`src/rtl/fpwm_pkg.sv`:
```
package fpwm_pkg;
   typedef enum logic [1:0] {
      ADR_PERIOD  = 2'd0,
      ADR_DUTY_HI = 2'd1,
      ADR_CTRL    = 2'd2
   } fpwm_addr_e;

   localparam int CTL_DLO_LSB  = 0;
   localparam int CTL_RATE_LSB = 2;
   localparam int CTL_RUN_BIT  = 4;
   localparam int CTL_MODE_BIT = 5;
endpackage

```
`src/rtl/fpwm_prescaler.sv`:
```
module fpwm_prescaler #(
   parameter int STAGES = 3
) (
   input  logic       clk,
   input  logic       rst_n,
   input  logic       run,
   input  logic [1:0] sel,
   output logic       step
);
   localparam int PRE_W = (STAGES > 1) ? 2 * (STAGES - 1) : 1;
   localparam logic [1:0] SEL_MAX = 2'(STAGES - 1);

   if (STAGES < 1 || STAGES > 4) begin : g_bad_stages
      $error("fpwm_prescaler: STAGES must be 1..4");
   end

   logic [3:0]       hit;
   logic [1:0]       sel_eff;
   logic [PRE_W-1:0] cnt_q;

   assign sel_eff = (sel > SEL_MAX) ? SEL_MAX : sel;

   for (genvar k = 0; k < 4; k++) begin : g_hit
      if (k == 0) begin : g_first
         assign hit[k] = 1'b1;
      end else if (k < STAGES) begin : g_used
         assign hit[k] = &cnt_q[2*k-1:0];
      end else begin : g_none
         assign hit[k] = 1'b0;
      end
   end

   assign step = run & hit[sel_eff];

   if (STAGES > 1) begin : g_counter
      always_ff @(posedge clk) begin
         if (!rst_n || !run) cnt_q <= '0;
         else if (step)      cnt_q <= '0;
         else                cnt_q <= cnt_q + PRE_W'(1);
      end
   end else begin : g_bypass
      always_ff @(posedge clk) cnt_q <= '0;
   end


   pre_hold_chk: assert property (@(posedge clk) disable iff (!rst_n)
      !run |=> (cnt_q == '0));
endmodule

```
`src/rtl/fpwm_timebase.sv`:
```
module fpwm_timebase #(
   parameter int TMR_W  = 8,
   parameter int FINE_W = 2
) (
   input  logic                      clk,
   input  logic                      rst_n,
   input  logic                      run,
   input  logic                      step,
   input  logic [TMR_W-1:0]          period,
   output logic [TMR_W+FINE_W-1:0]   position,
   output logic                      wrap
);
   localparam int POS_W = TMR_W + FINE_W;

   if (FINE_W < 1 || TMR_W < 2) begin : g_bad_width
      $error("fpwm_timebase: widths too small");
   end

   logic [POS_W-1:0] pos_q;
   logic [TMR_W-1:0] tmr;
   logic [FINE_W-1:0] fine;

   assign tmr  = pos_q[POS_W-1:FINE_W];
   assign fine = pos_q[FINE_W-1:0];
   assign wrap = step & (&fine) & (tmr == period);
   assign position = pos_q;

   always_ff @(posedge clk) begin
      if (!rst_n || !run) pos_q <= '0;
      else if (wrap)      pos_q <= '0;
      else if (step)      pos_q <= pos_q + POS_W'(1);
   end


   wrap_restart_chk: assert property (@(posedge clk) disable iff (!rst_n)
      wrap |=> (position == '0));

   tmr_hold_chk: assert property (@(posedge clk) disable iff (!rst_n)
      !run |=> (position == '0));
endmodule

```
`src/rtl/fpwm_duty_buf.sv`:
```
module fpwm_duty_buf #(
   parameter int DUTY_W = 10
) (
   input  logic              clk,
   input  logic              rst_n,
   input  logic              load,
   input  logic [DUTY_W-1:0] duty_in,
   output logic [DUTY_W-1:0] shadow
);
   if (DUTY_W < 2) begin : g_bad_duty
      $error("fpwm_duty_buf: DUTY_W too small");
   end

   always_ff @(posedge clk) begin
      if (!rst_n)    shadow <= '0;
      else if (load) shadow <= duty_in;
   end


   shadow_still_chk: assert property (@(posedge clk) disable iff (!rst_n)
      !load |=> $stable(shadow));

   shadow_load_chk: assert property (@(posedge clk) disable iff (!rst_n)
      load |=> (shadow == $past(duty_in)));
endmodule

```
`src/rtl/fine_pwm.sv`:
```
module fine_pwm
   import fpwm_pkg::*;
#(
   parameter int TMR_W       = 8,
   parameter int FINE_W      = 2,
   parameter int RATE_STAGES = 3
) (
   input  logic       clk,
   input  logic       rst_n,
   input  logic       wr_en,
   input  logic [1:0] wr_addr,
   input  logic [7:0] wr_data,
   output logic       pwm_out
);
   localparam int DUTY_W = TMR_W + FINE_W;

   if (TMR_W != 8 || FINE_W != 2) begin : g_bad_map
      $error("fine_pwm: register map assumes an 8-bit timer and 2-bit fine count");
   end

   logic [TMR_W-1:0]  period_q;
   logic [TMR_W-1:0]  duty_hi_q;
   logic [FINE_W-1:0] duty_lo_q;
   logic [1:0]        rate_q;
   logic              run_q;
   logic              mode_q;

   always_ff @(posedge clk) begin
      if (!rst_n) begin
         period_q  <= '0;
         duty_hi_q <= '0;
         duty_lo_q <= '0;
         rate_q    <= '0;
         run_q     <= 1'b0;
         mode_q    <= 1'b0;
      end else if (wr_en) begin
         case (fpwm_addr_e'(wr_addr))
            ADR_PERIOD:  period_q  <= wr_data;
            ADR_DUTY_HI: duty_hi_q <= wr_data;
            ADR_CTRL: begin
               duty_lo_q <= wr_data[CTL_DLO_LSB +: FINE_W];
               rate_q    <= wr_data[CTL_RATE_LSB +: 2];
               run_q     <= wr_data[CTL_RUN_BIT];
               mode_q    <= wr_data[CTL_MODE_BIT];
            end
            default: ;
         endcase
      end
   end

   logic              step;
   logic              wrap;
   logic [DUTY_W-1:0] position;
   logic [DUTY_W-1:0] duty_wr;
   logic [DUTY_W-1:0] shadow;
   logic              match;

   assign duty_wr = {duty_hi_q, duty_lo_q};

   fpwm_prescaler #(.STAGES(RATE_STAGES)) u_pre (
      .clk(clk), .rst_n(rst_n), .run(run_q), .sel(rate_q), .step(step)
   );

   fpwm_timebase #(.TMR_W(TMR_W), .FINE_W(FINE_W)) u_tb (
      .clk(clk), .rst_n(rst_n), .run(run_q), .step(step),
      .period(period_q), .position(position), .wrap(wrap)
   );

   fpwm_duty_buf #(.DUTY_W(DUTY_W)) u_buf (
      .clk(clk), .rst_n(rst_n), .load(wrap), .duty_in(duty_wr), .shadow(shadow)
   );

   assign match = step & ((position + DUTY_W'(1)) == shadow);

   always_ff @(posedge clk) begin
      if (!rst_n || !run_q || !mode_q) pwm_out <= 1'b0;
      else if (wrap)                   pwm_out <= (duty_wr != '0);
      else if (match)                  pwm_out <= 1'b0;
   end


   rise_at_boundary_chk: assert property (@(posedge clk) disable iff (!rst_n)
      $rose(pwm_out) |-> $past(wrap));

   stopped_low_chk: assert property (@(posedge clk) disable iff (!rst_n)
      !run_q |=> !pwm_out);

   mode_off_low_chk: assert property (@(posedge clk) disable iff (!rst_n)
      !mode_q |=> !pwm_out);

   zero_duty_chk: assert property (@(posedge clk) disable iff (!rst_n)
      (wrap && duty_wr == '0) |=> !pwm_out);
endmodule

```
`config.mk`:
```
export PLATFORM = sky130hd
export DESIGN_NAME = fine_pwm
export DESIGN_NICKNAME = d
export VERILOG_FILES = /design/src/rtl/fpwm_pkg.sv /design/src/rtl/fpwm_prescaler.sv /design/src/rtl/fpwm_timebase.sv /design/src/rtl/fpwm_duty_buf.sv /design/src/rtl/fine_pwm.sv
export SDC_FILE = /design/constraint.sdc
export NUM_CORES = 1
export LEC_CHECK = 0
export BUFFER_PORTS_ARGS = -buffer_cell sky130_fd_sc_hd__buf_2
export CORE_UTILIZATION = 25
export CTS_CLUSTER_DIAMETER = 40
export CTS_CLUSTER_SIZE = 12
export DETAILED_ROUTE_END_ITERATION = 6
export GPL_ROUTABILITY_DRIVEN = 0
export PLACE_DENSITY = 0.49
export REMOVE_ABC_BUFFERS = 1
export SYNTH_ARGS = -nofsm -noshare
export SYNTH_HDL_FRONTEND = slang
export SYNTH_SLANG_ARGS = --single-unit
```
`constraint.sdc`:
```
create_clock -name clk -period 2.1 [get_ports clk]
set_input_delay 0.21 -clock clk [delete_from_list [all_inputs] [get_ports clk]]
set_output_delay 0.21 -clock clk [all_outputs]
set_load 0.02 [all_outputs]
```
### After elaboration in Yosys (flattened, before gate mapping)

Cells that the tools add are included.

| word-level totals | value |
|---|---|
| output and inout bits | 1 |
| register bits after elaboration | 47 |
| word-level logic and storage cells | 43 |
| RAM bits | 0 |
| bits in latches | 0 |
| memories kept | 0 |
| memory bits (read-only) | 0 |

| operators by class | value |
|---|---|
| order comparisons | 2 |
| multiply operators | 0 |
| multiplexer cells | 5 |
| $add $sub $neg | 2 |
| eq/ne operators | 4 |
| reduce and logical (&&, ||, !) cells | 16 |
| bitwise gates (word level) | 4 |
| divide/modulo/power cells | 0 |
| shifts and indexed selects | 0 |

Operators with widths:

| cell | count |
|---|---|
| 10-bit by 1-bit adder with 10-bit output, second input constant | 1 |
| 10-bit equality test | 1 |
| 2-bit AND reduction | 5 |
| 10-bit nonzero test | 1 |
| 8-bit equality test | 1 |
| 4-bit by 1-bit adder with 4-bit output, second input constant | 1 |
| 1-bit AND | 4 |
| 4-bit AND reduction | 1 |
| 2-bit OR reduction | 2 |
| 1-bit logical NOT | 3 |
| 2-bit by 3-bit < comparator with 1-bit output, second input constant | 1 |
| 1-bit two-way mux | 3 |
| 1-bit binary-select mux with 2-bit select | 1 |
| 2-bit by 1-bit equality test with 1-bit output, second input constant | 1 |
| 2-bit equality test, second input constant | 1 |
| 2-bit greater-than comparator, second input constant | 1 |
| 2-bit logical NOT | 1 |
| 1-bit logical OR | 2 |
| 2-bit two-way mux | 1 |
| 2-bit nonzero test | 1 |

### Logic depth before layout (Yosys ltp)

Gate-level depths: netlist (run 1).

| logic depth | value |
|---|---|
| depth in word-level cells | 8 |
| gate-level depth with buffers | 8 |

### Modules after synthesis

Synthesis (run 1) repeated with hierarchy kept, for this count alone.

| second synthesis, totals | value |
|---|---|
| cells, all modules | 228 |
| area total of the unflattened synthesis | 2269.7 um2 |

Modules (own cells, without submodules):

| module | sequential area each (um2) | instances | area an instance (um2) | cells each |
|---|---|---|---|---|
| fine_pwm | 460.4 | 1 | 1182.4 | 120 |
| fpwm_timebase | 200.2 | 1 | 539.3 | 59 |
| fpwm_duty_buf | 200.2 | 1 | 374.1 | 31 |
| fpwm_prescaler | 80.1 | 1 | 173.9 | 18 |

### Worst setup path before layout (run 1)

No wires, ideal clock.

| path | value |
|---|---|
| path kind | reg-to-reg |
| from | reg u_pre.cnt_q[0] |
| to | reg u_buf.shadow[0] |
| arrival | 1.613 ns |
| path slack | 0.371 ns |
| stages on the path, launching flop included | 9 |
| required time | 1.984 ns |
| library setup time | 0.116 ns |
| path through | dfxtp_1 > ha_1 > nor2b_1 > o21ai_4 > nand2_4 > or3_4 > buf_6 > nand2_1 > a21boi_1 |

| between the ends | value |
|---|---|
| longest elaborated chain between the ends | 6 |
| elaborated cells on any way between the ends | 7 |
| classes of those cells | mux: 2; bitwise: 3; reduce/logical: 2 |

RTL lines:

| what | line | source |
|---|---|---|
| start, declared | fpwm_prescaler.sv:19 | `logic [PRE_W-1:0] cnt_q;` |
| start signal, assigned | fpwm_prescaler.sv:39 | `else cnt_q <= cnt_q + PRE_W'(1);` |
| 4-bit AND reduction / 2-bit AND reduction (equally long branches) | fpwm_prescaler.sv:27 | `assign hit[k] = &cnt_q[2*k-1:0];` |
| 1-bit binary-select mux with 2-bit select (*) | fpwm_prescaler.sv:33 | `assign step = run & hit[sel_eff];` |
| 1-bit two-way mux (not written as such) (*) | fpwm_prescaler.sv:33 |  |
| 1-bit AND (*) | fpwm_prescaler.sv:33 |  |
| 1-bit AND (*) (2 in a row) | fpwm_timebase.sv:25 | `assign wrap = step & (&fine) & (tmr == period);` |
| end signal, assigned | fpwm_duty_buf.sv:16 | `else if (load) shadow <= duty_in;` |
| end, declared | fpwm_duty_buf.sv:8 | `output logic [DUTY_W-1:0] shadow` |

Every way passes the cells marked *; elsewhere a longest branch is shown, timed or not. The select of a mux whose other input is x is not followed.
A chain may end at the register's enable or synchronous reset.

### Worst setup path in the final report (run 1)

| path | value |
|---|---|
| from | reg u_tb.pos_q[3], in the netlist u_tb.position[3] |
| to | reg pwm_out |

| between the ends | value |
|---|---|
| longest elaborated chain between the ends | 4 |
| elaborated cells on any way between the ends | 7 |
| classes of those cells | add/sub: 1; eq/ne: 2; mux: 1; bitwise: 2; reduce/logical: 1 |

RTL lines:

| what | line | source |
|---|---|---|
| start, declared | fpwm_timebase.sv:19 | `logic [POS_W-1:0] pos_q;` |
| start signal, assigned | fpwm_timebase.sv:31 | `else if (step) pos_q <= pos_q + POS_W'(1);` |
| 10-bit by 1-bit adder with 10-bit output | fine_pwm.sv:73 | `assign match = step & ((position + DUTY_W'(1)) == shadow);` |
| 10-bit equality test | fine_pwm.sv:73 |  |
| 1-bit AND | fine_pwm.sv:73 |  |
| 2-bit nonzero test (no line) | - |  |
| end signal, assigned | fine_pwm.sv:77 | `else if (wrap) pwm_out <= (duty_wr != '0);` |
| end, declared | fine_pwm.sv:13 | `output logic pwm_out` |

Several ways; a longest one is shown, not always the timed one.

==> flow_summary_export.csv, run 1 <==
group,metric,value,unit
sta,fmax,511,MHz
pwr,combinationalPowerShare,6.0,%
synth,synth_ff_type,"dfxtp_1",
final_layout,syn2layout_area_growth,12.4,%
synth,syn_area,0.00229,mm^2
routing,ant_nets,0,
die,die_w,97.6,um
die,core_area,0.00881,mm^2
clock_network,clk_path_buf_depth,2,
final_layout,multi_input_area,0.00126,mm^2
synth,ys_ff_latch,47,
pwr,power_frac_seq,54.8,%
sta,setup_viol,0,
die,rows,34,
synth,syn_inst,252,
pwr,power_frac_clock,39.2,%
worst_setup_path,crit_buf_inv,0,
worst_setup_path,startpoint_type,"register",
synth,avgSynthCellArea,9.07,um^2
clock_network,cts_buffers,5,
clock_network,worstSkewPairLatency,0.31,ns
synth,async_flop_share,0,%
sta,finalHoldViolCount,0,
worst_setup_path,critical_path.startpoint,"u_tb.position[3]",
routing,avgRoutedWirePerCell,13.1,um
clock_network,cts_setup_buffers,0,
worst_hold_path,holdCritStartpoint,"wr_data[6]",
grt,track_usage,11.1,%
pwr,irDropWorstVdd,0.372,mV
grt,antenna_found_initial,0,
synth,synth_edf_count,0,
worst_hold_path,hold_path_class,"in -> reg",
clock_network,htreeDepth,2,
pwr,leakage,0.922,nW
die,die_h,97.6,um
sta,worst_slack,0.144,ns
routing,vias,1642,
final_layout,most-common-layout-cells,"dfxtp_1 (47), nand2_1 (28), mux2i_1 (23), nor2b_1 (23)",
placement,place_inst,365,
worst_setup_path,arrival,2.15,ns
clock_network,clock_tree.root_cell,"clkbuf_8",
sta,rsz0062_at_grt,"no",
worst_setup_path,reg2reg_from,"u_tb.position[3]",
job,maxCapViolCount,0,
placement,hpwl,3720,um
final_layout,fin_nets,279,
routing,route.detailed.drc,0,
final_layout,ff_latch_area,941,um^2
grt,grt_max_degree,20,
routing,routed_wl,4860,um
pwr,sw_frac_of_total,22.1,%
grt,gr-total-overflow,0,
placement,port_buffers,13,
routing,drtIter0Drc,97,
final_layout,layout_commonest_cell,"dfxtp_1",
sta,tns,0,ns
grt,grt_pass1_vias,1704,
die,start_util,26.0,%
die,pin_count,14,
sta,finClkSkew,0.0124,ns
routing,first_pass_iters,4,
sta,relSlewSlack,59.4,%
worst_setup_path,required,2.29,ns
worst_setup_path,cp_cell_sequence,"nand3_2 > or4_1 > o32ai_1 > a31oi_1 > a211oi_1 > o21ai_1",
routing,via_per_inst,4.41,
final_layout,fin_cells,372,
worst_setup_path,critPathMaxStageDelay,0.54,ns
synth,yosysSeqAreaShare,41.2,%
clock_network,cts.sinks,47,
pwr,intPower,0.00130,W
synth,ys_types,42,
pwr,p_switching,0.000370,W
worst_setup_path,crit_type,"reg -> reg",
placement,post-place-ws,0.149,ns
sta,tightestPinTransition,0.607,ns
clock_network,cts_tree,"done",
worst_setup_path,endpoint_kind,"register",
worst_setup_path,cpLargestDelayFamily,"simple AND/OR/NAND/NOR gates",
synth,yosys_warnings,0,
pwr,powerDensity,651,mW/mm^2
status,status,"finished clean",
sta,timing.final.crit_share,93.1,%
clock_network,path_clk_slew,0.09,ns
worst_setup_path,crit_slowest_cell,"dfxtp_1",
final_layout,diodes,0,
sta,drv_slew,0,
worst_setup_path,cp_max_fo,7,
sta,timing.hold.ws,0.166,ns
final_layout,fillers,933,
grt,grt_pass1_wl,8420,um
sta,period_needed,1.96,ns
die,die_area,0.00953,mm^2
final_layout,drive_above_1_share,13.3,%
[synth_stat cells, types with 2 or more instances]
cell type  number  area, um^2
ha_1            2        25.0
nand3b_1        3        22.5
mux2i_1        23         230
buf_2           3        15.0
buf_4           2        15.0
xor2_1          8        70.1
nor2_1         21        78.8
xnor2_1        21         184
nand2b_1        2        12.5
nor4_1          2        12.5
nor2b_1        23         144
inv_1           5        18.8
nand3_1         8        40.0
nand2_1        28         105
a31oi_1         2        12.5
nand4_1         6        37.5
clkbuf_1        7        26.3
o21ai_0         2        10.0
nor3_1          5        25.0
dfxtp_1        47         941
a21boi_1       10        75.1
nand3_2         2        20.0
[final cells by class]
type	count	share of cell area, %
Clock buffer	5	2.68
Clock inverter	2	1.46
Inverter	5	0.731
Multi-Input combinational cell	186	49.0
Sequential cell	47	36.6
Tap cell	108	5.26
Timing Repair Buffer	19	4.29
[through the flow]
stage	util [%]	power [W]	instance area, um^2
2_1_floorplan	-	0.000996	2210
3_3_place_gp	27.9	0.00104	2460
3_5_place_dp	27.9	0.00104	2460
4_1_cts	29.1	0.00170	2570
5_1_grt	29.2	0.00175	2570
6_report	29.2	0.00167	2570
[final timing paths]
kind / to / slack (ns) / depth (start not counted)
setup / recovery: pwm_out / 0.14 / 6
hold / removal: duty_hi_q[6] / 0.17 / 3
setup reg to reg: pwm_out / 0.14 / 6
hold reg to reg: u_pre.cnt_q[0] / 0.45 / 1
[sequential cells by signal, summed over array words and instances (netlist names)]
signal and flops:
pwm_out 1, duty_hi_q 8, u_buf.shadow 10, period_q 8, u_tb.position 10, run_q 1
mode_q 1, duty_lo_q 2, rate_q 2, u_pre.cnt_q 4
[routing by layer]
| layer | vias to the layer above | wire (um) | global-route usage [%] |
|---|---|---|---|
| li1 | 863 | - | - |
| met1 | 755 | 2490 | 14.7 |
| met2 | 16 | 2190 | 17.9 |
| met3 | 8 | 107 | 2.59 |
| met4 | 0 | 74 | 3.26 |
| met5 | - | 0 | 0 |
[cells by family (layout without fill, tap and decap cells)]
kind of cell / Yosys count / count (layout) / share of synthesized area (%)
buffers and inverters: 19 / 31 / 3.94
DFF: 47 / 47 / 41.2
AOI/OAI and AO/OA: 22 / 22 / 7.28
adders and majority gates: 2 / 2 / 1.09
xor gates and xnor gates: 29 / 29 / 11.1
and+or+nand+nor: 110 / 110 / 25.3
muxes: 23 / 23 / 10.1
[worst register-to-register path, stage by stage (launching register included)]
cell      delay (ns)
dfxtp_1         0.54
nand3_2         0.22
or4_1           0.51
o32ai_1         0.12
a31oi_1         0.08
a211oi_1        0.30
o21ai_1         0.08
[timing repair]
item                       CTS  global route
setup endpoints to repair    0             1
gates resized for setup      0             1
hold buffers                 0             0
[power groups by stage]
stage	clock network [W]	registers (W)	logic, W
floorplan	0	0.000934	0.0000621
global placement	0	0.000939	0.000100
detailed placement	0	0.000939	0.000102
CTS	0.000678	0.000918	0.000102
global route	0.000720	0.000920	0.000112
finish	0.000656	0.000917	0.000100
Note: power is estimated with default switching activity, not from simulation.
==> run 2: changes to the inputs <==
Settings changed: PLACE_DENSITY 0.49 to 0.39, SLEW_MARGIN set to 20.
==> run 2 against run 1 <==
Against the previous run:
- sequential share of layout area hardly changed
- critical path depth up 1
- combinational power about the same
- global-route usage increased by 0.51 points
- utilization is essentially flat
- first-iteration DRC count down 41%
- setup slack gained 0.11 ns
- critical endpoint is now u_tb.position[8]
- largest cell class unchanged
==> flow_summary_export.csv, run 2 (same netlist as run 1, synthesis figures left out) <==
group,metric,value,unit
sta,tns,0,ns
routing,vias,1685,
worst_setup_path,timing.critical_path.to,"u_tb.position[8]",
die,pin_count,14,
routing,route.detailed.drc,0,
routing,via_per_inst,4.51,
routing,avgRoutedWirePerCell,14.1,um
die,start_util,26.0,%
final_layout,diodes,0,
clock_network,cts.sinks,47,
die,die_area,0.00953,mm^2
sta,fmax,540,MHz
grt,gr-total-overflow,0,
worst_setup_path,reg2reg_from,"u_pre.cnt_q[0]",
sta,tightestPinTransition,0.607,ns
final_layout,ff_latch_area,942,um^2
grt,grt_pass1_vias,1653,
grt,grt_max_degree,23,
die,core_area,0.00881,mm^2
sta,relSlewSlack,59.4,%
routing,first_pass_iters,4,
clock_network,htreeDepth,2,
final_layout,most-common-layout-cells,"dfxtp_1 (46), nand2_1 (28), mux2i_1 (23), nor2b_1 (23)",
placement,hpwl,3890,um
worst_setup_path,rrSetupSlack,0.25,ns
grt,track_usage,11.6,%
final_layout,fillers,910,
sta,period_needed,1.85,ns
sta,setup_viol,0,
worst_setup_path,crit_type,"reg -> reg",
die,die_h,97.6,um
die,die_w,97.6,um
routing,routed_wl,5280,um
die,rows,34,
placement,post-place-ws,0.209,ns
clock_network,cts_buffers,5,
worst_setup_path,endpoint_kind,"register",
sta,worst_slack,0.249,ns
worst_setup_path,cp_max_fo,12,
final_layout,drive_above_1_share,14.3,%
worst_setup_path,critical_path.startpoint,"u_pre.cnt_q[0]",
worst_hold_path,hold_path_class,"in -> reg",
placement,port_buffers,13,
grt,antenna_found_initial,0,
pwr,leakage,0.925,nW
routing,drtIter0Drc,57,
worst_setup_path,regToRegEndpoint,"u_tb.position[8]",
routing,ant_nets,0,
final_layout,layout_commonest_cell,"dfxtp_1",
clock_network,worstSkewPairLatency,0.31,ns
sta,finalHoldViolCount,0,
final_layout,fin_nets,280,
clock_network,clock_tree.root_cell,"clkbuf_8",
final_layout,design_area,0.00257,mm^2
worst_setup_path,required,2.30,ns
worst_setup_path,arrival,2.05,ns
clock_network,cts_tree,"done",
job,maxCapViolCount,0,
worst_setup_path,ff2ff_path_depth,7,
sta,drv_slew,0,
sta,timing.final.crit_share,88.1,%
clock_network,clk_path_buf_depth,2,
final_layout,syn2layout_area_growth,12.4,%
pwr,powerDensity,634,mW/mm^2
sta,finClkSkew,0.00650,ns
status,status,"finished clean",
placement,place_area,0.00247,mm^2
worst_setup_path,startpoint_type,"register",
final_layout,multi_input_area,0.00126,mm^2
sta,rsz0062_at_grt,"no",
clock_network,path_clk_slew,0.10,ns
grt,grt_pass1_wl,8610,um
pwr,irDropWorstVdd,0.230,mV
-- run 2: where the power goes --
| group | total [W] | internal, W | switching, W |
|---|---|---|---|
| Sequential | 0.000918 | 0.000905 | 0.0000130 |
| Combinational | 0.000103 | 0.0000509 | 0.0000517 |
| Clock | 0.000609 | 0.000270 | 0.000340 |
-- run 2: worst max-delay path, stage by stage (launching register included) --
cell     delay, ns
dfxtp_1       0.36
ha_1          0.21
nand4_1       0.16
o21ai_4       0.12
nand2_4       0.09
or3_4         0.48
nand3_2       0.24
nor2_1        0.08
-- run 2: per-stage QoR --
| stage | instances | utilization (%) | hold slack (ns) | power, W |
|---|---|---|---|---|
| floorplan | 238 | - | 0.338 | 0.000996 |
| global placement | 366 | 28.0 | 0.432 | 0.00104 |
| detailed placement | 366 | 28.0 | 0.442 | 0.00104 |
| CTS | 374 | 29.1 | 0.174 | 0.00165 |
| global route | 374 | 29.2 | 0.189 | 0.00169 |
| finish | 374 | 29.2 | 0.172 | 0.00163 |
-- run 2: layout make-up --
cell class	instances	area share [%]
Timing Repair Buffer	20	4.58
Sequential cell	47	36.7
Inverter	5	0.730
Clock buffer	6	3.21
Multi-Input combinational cell	186	48.9
Clock inverter	2	0.633
Tap cell	108	5.26
-- run 2: routing by layer --
metal  up-vias  track usage (%)  share of wire [%]
li1        865                -                  -
met1       788             16.7                 53
met2        23             17.5                 43
met3         9             1.94                2.2
met4         0             3.96                1.7
met5         -                0                  0
-- run 2: worst min path at each step --
stage | start | end | slack [ns] | cells past startpoint
after floorplan | rst_n | duty_hi_q[0] | 0.34 | 1
after global placement | u_pre.cnt_q[0] | u_pre.cnt_q[0] | 0.43 | 1
after detailed placement | u_pre.cnt_q[0] | u_pre.cnt_q[0] | 0.44 | 1
after CTS | wr_data[7] | duty_hi_q[7] | 0.17 | 3
after global routing | wr_data[6] | duty_hi_q[6] | 0.19 | 3
final | wr_data[7] | duty_hi_q[7] | 0.17 | 3
-- run 2: repair_timing --
item	in CTS	in global routing
resized for setup	0	2
setup buffers	0	0
hold buffers	0	0
setup endpoints to repair	0	1
==> run 3: changes to the inputs <==
Settings changed: BUFFER_PORTS_ARGS -buffer_cell sky130_fd_sc_hd__buf_2 to not set, DONT_BUFFER_PORTS set to 1, PLACE_DENSITY 0.39 to 0.37.
==> run 3 against run 2 <==
Against the previous run:
- non-clock buffer count shrank 15
- clock power shrank 2%
- setup slack lost 0.071 ns
- critical path type unchanged
- largest power group unchanged
==> flow_summary_export.csv, run 3 (same netlist as run 1, synthesis figures left out) <==
group,metric,value,unit
pwr,p_switching,0.000374,W
clock_network,clk_path_buf_depth,2,
routing,route.detailed.drc,0,
final_layout,design_area,0.00249,mm^2
clock_network,worstSkewPairLatency,0.31,ns
pwr,power_frac_seq,57.6,%
sta,tns,0,ns
final_layout,most-common-layout-cells,"dfxtp_1 (47), nand2_1 (28), mux2i_1 (23), nor2b_1 (23)",
routing,ant_nets,0,
die,core_area,0.00881,mm^2
sta,setup_viol,0,
worst_setup_path,crit_buf_inv,0,
worst_setup_path,cp_cell_sequence,"ha_2 > nand2_1 > or3_1 > o21ai_0 > nand2_1 > a211oi_1 > o21ai_1",
sta,timing.hold.ws,0.0422,ns
final_layout,syn2layout_area_growth,9.09,%
grt,antenna_found_initial,0,
final_layout,fin_cells,359,
grt,track_usage,11.9,%
sta,fmax,520,MHz
worst_setup_path,required,2.29,ns
die,start_util,26.0,%
worst_setup_path,cp_max_fo,6,
worst_setup_path,startpoint_type,"register",
worst_setup_path,cp_common_cell,"nand2_1",
pwr,powerDensity,638,mW/mm^2
worst_setup_path,cpLargestDelayFamily,"simple AND/OR/NAND/NOR gates",
placement,place_inst,351,
pwr,combinationalPowerShare,4.7,%
final_layout,layout_commonest_cell,"dfxtp_1",
grt,grt_pass1_wl,8780,um
final_layout,ff_latch_area,941,um^2
pwr,irDropWorstVdd,0.244,mV
die,pin_count,14,
placement,place_area,0.00239,mm^2
sta,period_needed,1.92,ns
pwr,intPower,0.00122,W
final_layout,fin_nets,265,
sta,finClkSkew,0.0148,ns
routing,vias,1593,
clock_network,path_clk_slew,0.10,ns
placement,port_buffers,0,
pwr,sw_frac_of_total,23.5,%
final_layout,drive_above_1_share,9.16,%
worst_setup_path,critPathMaxStageDelay,0.47,ns
sta,rsz0062_at_grt,"no",
worst_hold_path,hold_path_class,"in -> reg",
sta,timing.final.crit_share,91.5,%
routing,first_pass_iters,4,
sta,worst_slack,0.178,ns
worst_setup_path,regToRegEndpoint,"pwm_out",
job,maxCapViolCount,0,
final_layout,multi_input_area,0.00126,mm^2
die,rows,34,
final_layout,fillers,930,
routing,drtIter0Drc,35,
placement,post-place-ws,0.173,ns
grt,grt_max_degree,36,
routing,via_per_inst,4.44,
worst_hold_path,holdPathStages,1,
worst_hold_path,holdCritStartpoint,"rst_n",
routing,avgRoutedWirePerCell,14.6,um
routing,routed_wl,5240,um
final_layout,diodes,0,
sta,drv_slew,0,
clock_network,cts.hold.buffers_added,0,
clock_network,cts.sinks,47,
pwr,power_frac_clock,37.6,%
clock_network,cts_tree,"done",
worst_setup_path,rrSetupSlack,0.18,ns
grt,gr-total-overflow,0,
worst_setup_path,crit_slowest_cell,"dfxtp_1",
worst_setup_path,crit_type,"reg -> reg",
sta,tightestPinTransition,0.616,ns
grt,grt_pass1_vias,1653,
worst_setup_path,ff2ff_path_depth,7,
die,die_area,0.00953,mm^2
placement,hpwl,3850,um
worst_hold_path,min_to,"duty_lo_q[0]",
worst_setup_path,arrival,2.11,ns
die,die_h,97.6,um
sta,relSlewSlack,58.8,%
clock_network,clock_tree.root_cell,"clkbuf_8",
worst_setup_path,endpoint_kind,"register",
pwr,leakage,0.863,nW
worst_setup_path,reg2reg_from,"u_tb.position[0]",
clock_network,cts_buffers,5,
clock_network,htreeDepth,2,
sta,finalHoldViolCount,0,
status,status,"finished clean",
die,die_w,97.6,um
run 3: cell types whose count changed in the layout (fill, tap and decap cells not counted), sizes merged:
cell  before  now
buf       20    5
run 3: worst register-to-register path, cell delays in order, from the launching register on:
cell and delay, ns:
dfxtp_1 0.47, ha_2 0.31, nand2_1 0.11, or3_1 0.36, o21ai_0 0.17, nand2_1 0.07, a211oi_1 0.23, o21ai_1 0.09
run 3: layer usage:
| metal | wire [um] | GRT usage (%) |
|---|---|---|
| met1 | 2760 | 16.7 |
| met2 | 2250 | 17.7 |
| met5 | 0 | 0 |
| met4 | 23 | 2.80 |
| met3 | 199 | 3.53 |
run 3: layout make-up:
type,count,area share (%)
well taps,108,5.42
multi-input cells,186,50.6
repair buffers,5,1.51
inverters,5,0.753
flip-flops and latches,47,37.7
clock buffers,6,3.31
clock inverters,2,0.652
run 3: worst max-delay path by stage:
stage | slack (ns) | to | startpoint | cells after the start
final | 0.18 | pwm_out | u_tb.position[0] | 7
after global routing | 0.04 | pwm_out | u_tb.position[0] | 7
after CTS | 0.14 | pwm_out | u_tb.position[0] | 7
after detailed placement | 0.17 | pwm_out | u_tb.position[0] | 7
after global placement | 0.11 | pwm_out | u_tb.position[0] | 7
after floorplan | 0.35 | u_tb.position[0] | u_pre.cnt_q[0] | 7
run 3: timing repair:
action,CTS,global route
setup buffers,0,0
gates resized for setup,0,1
setup endpoints to repair,0,1
hold endpoints to repair,0,0
run 3: power groups by stage:
stage | logic (W) | registers [W] | clock network, W
floorplan | 0.0000621 | 0.000934 | 0
global placement | 0.0000763 | 0.000939 | 0
detailed placement | 0.0000767 | 0.000939 | 0
CTS | 0.0000768 | 0.000918 | 0.000621
global route | 0.0000840 | 0.000920 | 0.000652
finish | 0.0000753 | 0.000917 | 0.000599
run 3: through the flow:
| step | total power, W | util, % |
|---|---|---|
| after global placement | 0.00101 | 27.2 |
| after floorplan | 0.000996 | - |
| final | 0.00159 | 28.3 |
| after detailed placement | 0.00102 | 27.2 |
| after CTS | 0.00162 | 28.3 |
| after global routing | 0.00166 | 28.3 |
